<file path="config.mk">
export PLATFORM = sky130hd
export DESIGN_NAME = flyback_mode_seq
export DESIGN_NICKNAME = d
export VERILOG_FILES = /design/src/rtl/fms_pkg.sv /design/src/rtl/fms_dp.sv /design/src/rtl/fms_ctrl.sv /design/src/rtl/flyback_mode_seq.sv
export SDC_FILE = /design/constraint.sdc
export NUM_CORES = 1
export LEC_CHECK = 0
export ABC_AREA = 1
export BUFFER_PORTS_ARGS = -buffer_cell sky130_fd_sc_hd__buf_2
export CAP_MARGIN = 15
export CORE_ASPECT_RATIO = 1.1
export CORE_UTILIZATION = 60
export DETAILED_ROUTE_END_ITERATION = 8
export GPL_ROUTABILITY_DRIVEN = 0
export PLACE_DENSITY = 0.8
export SETUP_SLACK_MARGIN = 0.3
export SLEW_MARGIN = 40
export SYNTH_ARGS = -nofsm -noshare
export SYNTH_HDL_FRONTEND = slang
export SYNTH_SLANG_ARGS = --single-unit
</file>
<file path="constraint.sdc">
create_clock -name clk -period 2.53 [get_ports clk]
set_input_delay 0.253 -clock clk [delete_from_list [all_inputs] [get_ports clk]]
set_output_delay 0.253 -clock clk [all_outputs]
set_load 0.1 [all_outputs]
</file>
<file path="src/rtl/fms_pkg.sv">
package fms_pkg;

  typedef enum logic [1:0] {
    MODE_IDLE   = 2'b00,
    MODE_SOFT   = 2'b01,
    MODE_NORMAL = 2'b10,
    MODE_BURST  = 2'b11
  } mode_e;

  typedef enum logic [1:0] {
    LIM_OFF     = 2'b00,
    LIM_RAMP    = 2'b01,
    LIM_FULL    = 2'b10,
    LIM_REDUCED = 2'b11
  } lim_e;

  // control -> datapath strobes
  typedef struct packed {
    logic clear;      // drop all counters and the ramp code
    logic ssAdvance;  // one soft-start cycle elapses
    logic ssFill;     // soft start ends: force code to full scale
    logic qualCount;  // normal mode with low feedback this cycle
  } dpStrobe_t;

endpackage

</file>
<file path="src/rtl/fms_dp.sv">
module fms_dp
  import fms_pkg::*;
#(
  parameter int SS_CYCLES   = 20000,
  parameter int QUAL_CYCLES = 20000,
  parameter int CODE_W      = 8
) (
  input  logic              clk,
  input  logic              rst,
  input  dpStrobe_t         strobe,
  output logic              ssDone,
  output logic              qualDone,
  output logic [CODE_W-1:0] ssCode
);

  localparam int CODE_MAX_I = (1 << CODE_W) - 1;
  localparam int STEP       = (SS_CYCLES + CODE_MAX_I - 1) / CODE_MAX_I;
  localparam int STEP_W     = (STEP > 1) ? $clog2(STEP) : 1;
  localparam int TIMER_W    = (SS_CYCLES > 1) ? $clog2(SS_CYCLES) : 1;
  localparam int QUAL_W     = (QUAL_CYCLES > 1) ? $clog2(QUAL_CYCLES) : 1;
  localparam logic [CODE_W-1:0]  CODE_MAX   = CODE_W'(CODE_MAX_I);
  localparam logic [STEP_W-1:0]  STEP_LAST  = STEP_W'(STEP - 1);
  localparam logic [TIMER_W-1:0] TIMER_LAST = TIMER_W'(SS_CYCLES - 1);
  localparam logic [QUAL_W-1:0]  QUAL_LAST  = QUAL_W'(QUAL_CYCLES - 1);

  logic [TIMER_W-1:0] ssTimer;
  logic [STEP_W-1:0]  stepCnt;
  logic [QUAL_W-1:0]  qualCnt;

  assign ssDone   = (ssTimer == TIMER_LAST);
  assign qualDone = (qualCnt == QUAL_LAST);

  always_ff @(posedge clk) begin
    if (rst || strobe.clear) begin
      ssTimer <= '0;
      stepCnt <= '0;
    end else if (strobe.ssAdvance) begin
      ssTimer <= ssDone ? '0 : ssTimer + 1'b1;
      stepCnt <= (stepCnt == STEP_LAST) ? '0 : stepCnt + 1'b1;
    end
  end

  always_ff @(posedge clk) begin
    if (rst || strobe.clear) begin
      ssCode <= '0;
    end else if (strobe.ssFill) begin
      ssCode <= CODE_MAX;
    end else if (strobe.ssAdvance && stepCnt == STEP_LAST && ssCode != CODE_MAX) begin
      ssCode <= ssCode + 1'b1;
    end
  end

  always_ff @(posedge clk) begin
    if (rst || strobe.clear || !strobe.qualCount || qualDone) begin
      qualCnt <= '0;
    end else begin
      qualCnt <= qualCnt + 1'b1;
    end
  end

  // the ramp never steps down while soft start runs
  p_code_monotonic_r3: assert property (@(posedge clk) disable iff (rst)
    (strobe.ssAdvance && !strobe.clear) |=> (ssCode >= $past(ssCode)));

  // leaving soft start leaves the code at full scale
  p_code_fill_r4: assert property (@(posedge clk) disable iff (rst)
    (strobe.ssFill && !strobe.clear) |=> (ssCode == CODE_MAX));

  // a clear drops the ramp code
  p_code_clear_r1: assert property (@(posedge clk) disable iff (rst)
    strobe.clear |=> (ssCode == '0));

endmodule

</file>
<file path="src/rtl/fms_ctrl.sv">
module fms_ctrl
  import fms_pkg::*;
(
  input  logic      clk,
  input  logic      rst,
  input  logic      startPulse,
  input  logic      shutdown,
  input  logic      fbBelowEntry,
  input  logic      fbAboveOn,
  input  logic      fbBelowOff,
  input  logic      fbAboveExit,
  input  logic      ssDone,
  input  logic      qualDone,
  output mode_e     modeQ,
  output logic      gateEn,
  output lim_e      limSel,
  output dpStrobe_t strobe
);

  mode_e modeNext;
  logic  burstOn, burstOnNext;

  always_comb begin
    modeNext    = modeQ;
    burstOnNext = burstOn;
    if (shutdown) begin
      modeNext    = MODE_IDLE;
      burstOnNext = 1'b0;
    end else begin
      case (modeQ)
        MODE_IDLE:   if (startPulse) modeNext = MODE_SOFT;
        MODE_SOFT:   if (ssDone) modeNext = MODE_NORMAL;
        MODE_NORMAL: if (fbBelowEntry && qualDone) begin
                       modeNext    = MODE_BURST;
                       burstOnNext = 1'b0;
                     end
        MODE_BURST:  if (fbAboveExit) begin
                       modeNext    = MODE_NORMAL;
                       burstOnNext = 1'b0;
                     end else if (fbAboveOn) begin
                       burstOnNext = 1'b1;
                     end else if (fbBelowOff) begin
                       burstOnNext = 1'b0;
                     end
        default:     modeNext = MODE_IDLE;
      endcase
    end
  end

  always_ff @(posedge clk) begin
    if (rst) begin
      modeQ   <= MODE_IDLE;
      burstOn <= 1'b0;
    end else begin
      modeQ   <= modeNext;
      burstOn <= burstOnNext;
    end
  end

  always_comb begin
    case (modeQ)
      MODE_SOFT:   begin gateEn = 1'b1;    limSel = LIM_RAMP;    end
      MODE_NORMAL: begin gateEn = 1'b1;    limSel = LIM_FULL;    end
      MODE_BURST:  begin gateEn = burstOn; limSel = LIM_REDUCED; end
      default:     begin gateEn = 1'b0;    limSel = LIM_OFF;     end
    endcase
  end

  assign strobe.clear     = rst || shutdown || (modeQ == MODE_IDLE);
  assign strobe.ssAdvance = (modeQ == MODE_SOFT);
  assign strobe.ssFill    = (modeQ == MODE_SOFT) && ssDone;
  assign strobe.qualCount = (modeQ == MODE_NORMAL) && fbBelowEntry && !shutdown;

  // shutdown always lands in idle with the gate closed
  p_shutdown_idle_r1: assert property (@(posedge clk) disable iff (rst)
    shutdown |=> (modeQ == MODE_IDLE && !gateEn));

  // exit flag in burst returns to normal next cycle
  p_burst_exit_r8: assert property (@(posedge clk) disable iff (rst)
    (modeQ == MODE_BURST && fbAboveExit && !shutdown) |=> (modeQ == MODE_NORMAL));

  // burst is only reached from normal mode under low feedback
  p_burst_entry_r5: assert property (@(posedge clk) disable iff (rst)
    $rose(modeQ == MODE_BURST) |-> ($past(modeQ) == MODE_NORMAL && $past(fbBelowEntry)));

  // burst starts with switching stopped
  p_burst_start_off_r6: assert property (@(posedge clk) disable iff (rst)
    $rose(modeQ == MODE_BURST) |-> !gateEn);

  // no flag, no change of burst gate
  p_burst_hold_r6: assert property (@(posedge clk) disable iff (rst)
    (modeQ == MODE_BURST && !shutdown && !fbAboveExit && !fbAboveOn && !fbBelowOff)
      |=> $stable(gateEn));

endmodule

</file>
<file path="src/rtl/flyback_mode_seq.sv">
module flyback_mode_seq
  import fms_pkg::*;
#(
  parameter int SS_CYCLES   = 20000,
  parameter int QUAL_CYCLES = 20000,
  parameter int CODE_W      = 8
) (
  input  logic              clk,
  input  logic              rst,
  input  logic              startPulse,
  input  logic              shutdown,
  input  logic              fbBelowEntry,
  input  logic              fbAboveOn,
  input  logic              fbBelowOff,
  input  logic              fbAboveExit,
  output logic [1:0]        mode,
  output logic              gateEn,
  output logic [1:0]        limSel,
  output logic [CODE_W-1:0] ssCode
);

  dpStrobe_t strobe;
  mode_e     modeQ;
  lim_e      limQ;
  logic      ssDone, qualDone;

  fms_ctrl u_ctrl (
    .clk          (clk),
    .rst          (rst),
    .startPulse   (startPulse),
    .shutdown     (shutdown),
    .fbBelowEntry (fbBelowEntry),
    .fbAboveOn    (fbAboveOn),
    .fbBelowOff   (fbBelowOff),
    .fbAboveExit  (fbAboveExit),
    .ssDone       (ssDone),
    .qualDone     (qualDone),
    .modeQ        (modeQ),
    .gateEn       (gateEn),
    .limSel       (limQ),
    .strobe       (strobe)
  );

  fms_dp #(
    .SS_CYCLES   (SS_CYCLES),
    .QUAL_CYCLES (QUAL_CYCLES),
    .CODE_W      (CODE_W)
  ) u_dp (
    .clk      (clk),
    .rst      (rst),
    .strobe   (strobe),
    .ssDone   (ssDone),
    .qualDone (qualDone),
    .ssCode   (ssCode)
  );

  assign mode   = modeQ;
  assign limSel = limQ;

endmodule

</file>
### Word level (Yosys, flattened, before mapping)

Cells that the tools add are included.

| word-level totals | value |
|---|---|
| bits of input ports | 8 |
| output and inout bits | 13 |
| flip-flop bits (word level) | 48 |
| word-level logic and storage cells | 58 |

| operators by class | value |
|---|---|
| add/subtract/negate cells | 4 |
| eq/ne operators | 12 |
| reduce and logical (&&, ||, !) cells | 20 |
| muxes and demuxes | 16 |

Operator list:

| kind | number |
|---|---|
| $add A15 B1 Y15 const B | 2 |
| $eq A15 B15 Y1 const B | 2 |
| $mux W8 | 2 |
| $mux W15 | 1 |
| $add A8 B1 Y8 const B | 1 |
| $mux W2 | 4 |
| $ne A8 B8 Y1 const B | 1 |
| $pmux W2 S4 | 1 |
| $add A7 B1 Y7 const B | 1 |
| $eq A7 B7 Y1 const B | 1 |
| $mux W7 | 1 |
| $logic_and A1 B1 Y1 | 6 |
| $ne A2 B2 Y1 const B | 3 |
| $pmux W2 S3 | 1 |
| $logic_or A1 B1 Y1 | 5 |
| $eq A2 B2 Y1 const B | 2 |
| $mux W1 | 4 |
| $ne A4 B4 Y1 const B | 1 |
| $pmux W1 S2 | 2 |
| $reduce_and A4 Y1 | 1 |
| $reduce_bool A2 Y1 | 2 |
| $reduce_or A2 Y1 | 2 |
| $reduce_and A3 Y1 | 1 |
| $eq A2 B1 Y1 const B | 1 |
| other kinds (3) | 4 |

### Depth between registers and ports, before layout

Gate-level depths: netlist of run 1.

| logic depth | value |
|---|---|
| word-level depth | 6 |
| depth in mapped cells | 12 |
| mapped depth without buffers | 12 |

### Hierarchy

From an unflattened synthesis of run 1, not the netlist that was laid out.

| second synthesis, totals | value |
|---|---|
| cell total of the unflattened synthesis | 392 |
| area, all modules | 2736.4 µm² |

Modules (own cells, without submodules):

| module | area an instance (µm²) | cells an instance | seq. area each (µm²) | instances |
|---|---|---|---|---|
| fms_dp | 2398.6 | 339 | 900.9 | 1 |
| fms_ctrl | 337.8 | 53 | 60.1 | 1 |

### Least setup slack after synthesis of run 1

OpenSTA, ideal clock, no wires.

| timing path | value |
|---|---|
| path kind | register to output |
| start point | register u_ctrl.modeQ[0] |
| end point | output limSel[1] |
| stages on the path, launching flop included | 4 |
| data required time | 2.277 ns |
| buffers on the path | 0 |
| slack | -0.625 ns |
| arrival time | 2.902 ns |
| cell sequence | dfxtp_1 > inv_1 > ha_1 > a21oi_1 |

| between the ends | value |
|---|---|
| cells in the longest elaborated chain, start to end | 2 |
| elaborated cells between the ends (all ways) | 4 |
| classes of those cells | eq/ne (3); mux (1) |

RTL lines:

| item | line | text |
|---|---|---|
| start, declared | fms_ctrl.sv:14 | `output mode_e modeQ,` |
| start signal, assigned | fms_ctrl.sv:55 | `modeQ <= modeNext;` |
| $eq A2 B2 Y1 / $eq A2 B1 Y1 (equally long branches) | fms_ctrl.sv:61 | `case (modeQ)` |
| $pmux W2 S3 * | fms_ctrl.sv:61 |  |
| end, declared | flyback_mode_seq.sv:18 | `output logic [1:0] limSel,` |

Every way passes the cells marked *; elsewhere a longest branch is shown, timed or not.

### Final worst setup path of run 1

| timing path | value |
|---|---|
| start point | register u_ctrl.modeQ[0] |
| end point | register u_dp.qualCnt[9] |

| between the ends | value |
|---|---|
| cells in the longest elaborated chain, start to end | 6 |
| elaborated cells between the ends (all ways) | 9 |
| classes of those cells | eq/ne (1); reduce/logical (8) |

RTL lines:

| item | line | text |
|---|---|---|
| $eq A2 B2 Y1 | fms_ctrl.sv:72 | `assign strobe.qualCount = (modeQ == MODE_NORMAL) && fbBelowEntry && !shutdown;` |
| $logic_and A1 B1 Y1 (2 in series) | fms_ctrl.sv:72 |  |
| $logic_not A1 Y1 | fms_dp.sv:54 | `if (rst \|\| strobe.clear \|\| !strobe.qualCount \|\| qualDone) begin` |
| $logic_or A1 B1 Y1 * (2 in series) | fms_dp.sv:54 |  |
| end signal, assigned | fms_dp.sv:57 | `qualCnt <= qualCnt + 1'b1;` |
| end, declared | fms_dp.sv:28 | `logic [QUAL_W-1:0] qualCnt;` |

Marked as above.
A chain may end at the register's enable or synchronous reset.

==> out/metrics.cfg, run 1 <==
[floorplan]
die_h_um=70.68
design.core.area_sq_um=4024
fp.dieArea_sq_um=4554
die_x_um=64.43
start_util_pct=63.93
rows=24
pin_count=21

[final_layout]
nets=416
design_area_sq_um=2856
antennaDiodeCount=0
final_cell_mix=75 x nand2_1, 58 x nor2_1, 50 x inv_1
final_layout_size_suffix_gt1_share_pct=12.75
final_common_cell=nand2_1
areaGrowthSynthToFinish_pct=11.04

[route]
route.detailed.drc=0
avgRoutedWirePerCell_um=11.12
via_per_inst=5.294
ant_nets=0
firstDrtPassIters=5
drt_iter0_drc=107
drt_wl_total_mm=5.027
vias=2393

[worst_setup_path]
crit_start=u_ctrl.modeQ[0]$_SDFFE_PP0P_
end_kind=flop
r2r_start=u_ctrl.modeQ[0]$_SDFFE_PP0P_
worstPathArrival_ps=2230
slowest_stage=dfxtp_2
start_kind=flop
worstPathCellList=inv_1, ha_1, inv_1, nand2_2, inv_2, nand4_2, o21bai_1, nor2_1
crit_type=flop to flop
reg2reg_depth=8
worst_path_most_repeated_cell=inv_1
max_stage_delay_ps=360
r2r_slack_ps=540
cp_top_family=simple AND/OR/NAND/NOR gates
cp_max_fo=15
cp_data_required_time_ps=2770
path_buf_inv=3
rr_endpoint=u_dp.qualCnt[9]$_SDFF_PP0_

[cts]
clockRootBuffer=clkbuf_8
clk-insertion-delay-late_ps=300
clkSinkCount=48
post_cts_buffers=0
clk_pin_slew_ps=80
numCtsBuffers=5
cts_tree=yes
cts_max_level=2
cts-hold-fix-buffers=0
cts_resized=0
clk_path_buf_depth=2

[pwr]
p_leak_uw=0.001195
vdd_drop_max_mv=0.4208
power_density_nw_per_um2=501.7

[hold_path]
min_from=rst
whs_path_depth=4
hold_end=u_ctrl.modeQ[0]$_SDFFE_PP0P_
holdCritPathClass=input port to flop

[synth]
yosysSeqAreaShare_pct=37.35
yosys_warnings=0
synthCells=374
syn_avg_cell_area_sq_um=6.878
synth_nets=391
syn_area_sq_um=2572
ys_types=38
ys_ff_latch=48

[global_route]
busiest_layer=met2
met2_usage_pct=46.67
grtUsageMet1_pct=27.05
grt_pass1_wl_mm=9.149
grt_max_degree=17
grt_pass1_vias=2233
grtUsageTotal_pct=24.91
met3_usage_pct=5.968
antenna_found_initial=0
overflow=0

[timing]
hold_viol=0
grt_setup_unrepaired=false
fin_skew_ps=6.160
worst_slew_pin_slew_ps=522.5
fin_crit_ps=1989
drv_slew=0
finalSetupViolCount=0
max_freq_mhz=502.9
setup_slack_ps=541.3
max_slew_margin_pct=64.85
tns_ps=0
period_share_pct=78.60

[placement]
dp_hpwl_mm=3.862
placed_area_sq_um=2749
io_buffers=20
place_ws_ps=544.9

[job]
maxCapViolCount=0

[run_status]
status=finished, final reports clean

==> how the worst max path moves through the flow <==
stage,slack (ps),endpoint,cells past startpoint
floorplan,410,u_dp.ssCode[4]$_SDFFE_PP0P_,9
global placement,600,u_dp.qualCnt[9]$_SDFF_PP0_,8
detailed placement,540,u_dp.qualCnt[9]$_SDFF_PP0_,8
CTS,530,u_dp.qualCnt[9]$_SDFF_PP0_,8
global route,360,u_dp.qualCnt[9]$_SDFF_PP0_,8
finish,540,u_dp.qualCnt[9]$_SDFF_PP0_,8
==> cell usage after synthesis <==
cell | n | area (sq um)
nand4_1 | 11 | 68.82
ha_1 | 9 | 112.6
nor2_4 | 2 | 22.52
nand3_1 | 35 | 175.2
nor3_1 | 13 | 65.06
or2_0 | 2 | 12.51
nor3_4 | 1 | 16.27
nor3_2 | 3 | 30.03
o21ai_0 | 7 | 35.03
buf_2 | 1 | 5.000
nand2_1 | 75 | 281.5
o21bai_1 | 1 | 7.510
nor2_1 | 59 | 221.5
inv_4 | 1 | 6.260
inv_2 | 2 | 7.510
clkbuf_1 | 1 | 3.750
nor2_2 | 1 | 6.260
o21ai_1 | 1 | 5.000
o21a_1 | 1 | 7.510
nor3b_1 | 1 | 7.510
o22ai_1 | 1 | 6.260
nor4_1 | 1 | 6.260
or2_2 | 1 | 6.260
nand3b_1 | 1 | 7.510
o31ai_1 | 1 | 7.510
a211oi_1 | 2 | 15.01
inv_1 | 50 | 187.7
a21oi_1 | 20 | 100.1
nand2_2 | 4 | 25.02
xnor2_1 | 1 | 8.760
and3_1 | 3 | 18.77
buf_6 | 1 | 11.26
a31oi_1 | 1 | 6.260
xor2_1 | 9 | 78.83
nand3_2 | 1 | 10.01
dfxtp_1 | 48 | 960.9
nand4_2 | 1 | 12.51
and2_1 | 1 | 6.260
==> tightest hold or removal path, delay by kind of cell <==
kind,cells,cell delay [ps]
buffers and inverters,1,80
AND/OR/NAND/NOR,3,150
==> routing by layer <==
layer / up-vias / part of all wire, % / routed length (um)
met2: 27 / 52 / 2604
met5: - / 0 / 0
li1: 1265 / - / -
met4: 0 / 1.6 / 82
met3: 9 / 2.6 / 131
met1: 1092 / 44 / 2208
==> cell type report <==
type | instances | area, sq um
clock buffers | 6 | 72.57
clock inverters | 2 | 35.03
fillers | 339 | 1167
inverters | 53 | 201.4
multi-input cells | 270 | 1409
flip-flops and latches | 48 | 965.9
well taps | 52 | 65.06
repair buffers | 21 | 107.6
==> where the power goes <==
| group | total [uW] | leakage, uW | switching, uW | internal (uW) |
|---|---|---|---|---|
| clock | 542 | 0.0000552 | 248 | 293 |
| combinational | 129 | 0.000751 | 99.7 | 29.3 |
| sequential | 762 | 0.000389 | 3.44 | 759 |
==> flip-flops by register name, summed over array words and instances (netlist names) <==
name / cells
u_ctrl.burstOn: 1
u_dp.qualCnt: 15
u_dp.ssTimer: 15
u_dp.ssCode: 8
u_dp.stepCnt: 7
u_ctrl.modeQ: 2
==> stage by stage <==
step	total power [uW]	util [%]	std cells	hold WS (ps)
after floorplan	886.4	-	374	406.7
after global placement	908.0	68.31	444	431.8
after detailed placement	909.6	68.31	444	440.0
after CTS	1442	70.99	452	211.7
after global routing	1474	70.99	452	215.1
final	1433	70.99	452	217.0
==> kinds of logic (layout without fill, tap and decap cells) <==
group | count (synthesis) | count (layout) | synth area share (%)
AOI/OAI and AO/OA | 35 | 35 | 7.393
xor gates and xnor gates | 10 | 10 | 3.405
adders and majority gates | 9 | 9 | 4.378
buffers and inverters | 56 | 82 | 8.609
DFF | 48 | 48 | 37.35
and+or+nand+nor | 216 | 216 | 38.86
Power figures use the tool's default switching activity.
==> inputs of run 2 (changes only) <==
--- a/config.mk
+++ b/config.mk
@@ -5,14 +5,14 @@
 export SDC_FILE = /design/constraint.sdc
 export NUM_CORES = 1
 export LEC_CHECK = 0
-export ABC_AREA = 1
+export ABC_AREA = 0
 export BUFFER_PORTS_ARGS = -buffer_cell sky130_fd_sc_hd__buf_2
 export CAP_MARGIN = 15
 export CORE_ASPECT_RATIO = 1.1
-export CORE_UTILIZATION = 60
+export CORE_UTILIZATION = 53
 export DETAILED_ROUTE_END_ITERATION = 8
 export GPL_ROUTABILITY_DRIVEN = 0
-export PLACE_DENSITY = 0.8
+export PLACE_DENSITY = 0.75
 export SETUP_SLACK_MARGIN = 0.3
 export SLEW_MARGIN = 40
 export SYNTH_ARGS = -nofsm -noshare
==> constraint.sdc (replaced) <==
create_clock -name clk -period 1.62 [get_ports clk]
set_input_delay 0.162 -clock clk [delete_from_list [all_inputs] [get_ports clk]]
set_output_delay 0.162 -clock clk [all_outputs]
set_load 0.1 [all_outputs]
==> run 2 against run 1 <==
Against the previous run:
- the flow now finishes with violations (setup timing)
- power increased by 64%
- area after synthesis decreased by 9.4%
- clock power increased by 71%
- sequential power increased by 55%
- flip-flop and latch count unchanged
- hold slack improved by 57 ps
- sequential share of layout area decreased by 7.0 points
- non-clock buffer count increased by 79
- largest cell class unchanged
==> out/metrics.cfg, run 2 <==
[cts]
clkSinkCount=48
numCtsBuffers=5
cts_max_level=2
clk-insertion-delay-late_ps=320
cts_tree=yes
clk_pin_slew_ps=100
clk_path_buf_depth=2
clockRootBuffer=clkbuf_8
cts-hold-fix-buffers=0

[synth]
synth_fa_ha_area_share_pct=4.834
synth_mux_area_share_pct=1.772
synth-compound-area-share_pct=7.411
async_flop_share_pct=0
synthCells=264
syn_avg_cell_area_sq_um=8.825
synthSimpleGateAreaFrac_pct=28.46
synth-edff-count=0
synth_top_area_share_pct=41.25
yosys.area_share.xor_xnor_pct=12.41
synth_commonest_cells=48 x dfxtp_1, 45 x nor2_1, 21 x xnor2_1, 17 x nand2_1, 14 x nand4_1
yosysSeqAreaShare_pct=41.25
yosys_warnings=0
synth.most_common_cell=dfxtp_1
yosys.area.top_type=dfxtp_1
syn_area_sq_um=2330
synth_top_family_by_area=simple AND/OR/NAND/NOR gates
synth_nets=281
ys_ff_latch=48
netlist_top_cells_area=dfxtp_1 41%, xnor2_1 7.9%, nor2_1 7.3%, ha_1 4.8%, xor2_1 4.5%
ys_types=39
yosys_most_used_dff=dfxtp_1

[worst_setup_path]
crit_start=u_dp.stepCnt[1]$_SDFFE_PP0P_
worstPathArrival_ps=2290
crit_type=flop to flop
start_kind=flop
r2r_start=u_dp.stepCnt[1]$_SDFFE_PP0P_
end_kind=flop
cp_data_required_time_ps=1860
cp_max_fo=5

[route]
ant_nets=0
firstDrtPassIters=6
vias=2805
via_per_inst=6.711
avgRoutedWirePerCell_um=24.44
route.detailed.drc=0
drt_wl_total_mm=10.22
drt_iter0_drc=415

[hold_path]
holdCritPathClass=input port to flop
min_from=fbAboveOn

[timing]
max_freq_mhz=489.0
grt_setup_unrepaired=true
finalSetupViolCount=44
worst_slew_pin_slew_ps=518.5
hold_viol=0
drv_slew=0
setup_slack_ps=-425.0
tns_ps=-10160
max_slew_margin_pct=65.31
period_share_pct=126.2
fin_crit_ps=2045
fin_skew_ps=13.85

[global_route]
grt_max_degree=15
antenna_found_initial=0
met2_usage_pct=52.46
overflow=0
busiest_layer=met2
met3_usage_pct=6.369
grt_pass1_wl_mm=10.72
grt_pass1_vias=2349
grtUsageMet1_pct=35.02
grtUsageTotal_pct=30.25

[run_status]
violations=setup timing
status=complete, but fails checks

[final_layout]
final_cell_mix=64 x buf_4, 28 x dfxtp_1, 25 x nor2_1
areaGrowthSynthToFinish_pct=60.85
final_common_cell=buf_4
nets=382
fill_cells=130
top_regs=u_dp.qualCnt: 15 flops, u_dp.ssTimer: 15 flops, u_dp.ssCode: 8 flops
antennaDiodeCount=0
final_layout_size_suffix_gt1_share_pct=51.09

[floorplan]
rows=24
die_x_um=65.22
pin_count=21
fp.dieArea_sq_um=4665
start_util_pct=57.05
die_h_um=71.54
design.core.area_sq_um=4084

[pwr]
p_total_uw=2350
p_leak_uw=0.001307
vdd_drop_max_mv=0.5472
power_density_nw_per_um2=627.1

[job]
maxCapViolCount=0

[placement]
dp_hpwl_mm=4.073
io_buffers=20

[run 2: final timing paths]
| kind | slack [ps] | end | cells after the start |
|---|---|---|---|
| setup / recovery | -420 | u_dp.ssCode[5]$_SDFFE_PP0P_ | 5 |
| hold / removal | 270 | u_ctrl.burstOn$_SDFFE_PP0P_ | 3 |
| setup reg to reg | -420 | u_dp.ssCode[5]$_SDFFE_PP0P_ | 5 |
| hold reg to reg | 540 | u_dp.ssCode[5]$_SDFFE_PP0P_ | 2 |
[run 2: worst max-delay path, stage by stage (launching register included)]
cell and delay [ps]:
dfxtp_1 380, ha_2 220, nor4bb_4 320, o211ai_1 300, or4_1 620, a31oi_1 150
[run 2: metrics by stage]
| stage | hold slack (ps) | setup WS, ps | std cells | instance area, sq um | utilization, % |
|---|---|---|---|---|---|
| global placement | 491.4 | -149.3 | 385 | 3044 | 74.54 |
| detailed placement | 496.6 | -213.8 | 385 | 3044 | 74.54 |
| finish | 274.0 | -425.0 | 418 | 3747 | 91.76 |
| CTS | 202.0 | -152.4 | 407 | 3410 | 83.49 |
| floorplan | 323.8 | -166.5 | 264 | 2474 | - |
| global route | 265.8 | -524.7 | 418 | 3747 | 91.76 |
[run 2: cells by family (layout without fill, tap and decap cells)]
logic type | after synthesis | in the layout
buffers and inverters | 17 | 119
xor gates and xnor gates | 33 | 33
adders and majority gates | 9 | 9
DFF | 48 | 48
muxes | 4 | 4
and+or+nand+nor | 128 | 128
AOI/OAI and AO/OA | 25 | 25
[run 2: area by class of cell]
cell class,count,area (sq um),share of cell area (%)
Timing Repair Buffer,100,833.3,22.24
Clock buffer,8,121.4,3.239
Sequential cell,48,1003,26.78
Multi-Input combinational cell,199,1677,44.74
Inverter,11,47.55,1.269
Tap cell,52,65.06,1.736
[run 2: power by group]
group | internal [uW] | switching, uW
Clock | 484 | 441
Sequential | 1170 | 5.40
Combinational | 109 | 139
[run 2: metal layers]
layer  wire (um)  up-vias
met3         970       97
li1            -     1136
met1        3640     1309
met5           0        -
met2        4691      263
met4         913        0
[run 2: timing repair]
item | in CTS | in global routing
setup endpoints to repair | 52 | 53
gates cloned | 1 | 1
pin swaps | 17 | 26
buffers inserted | 13 | 10
resized for setup | 29 | 62
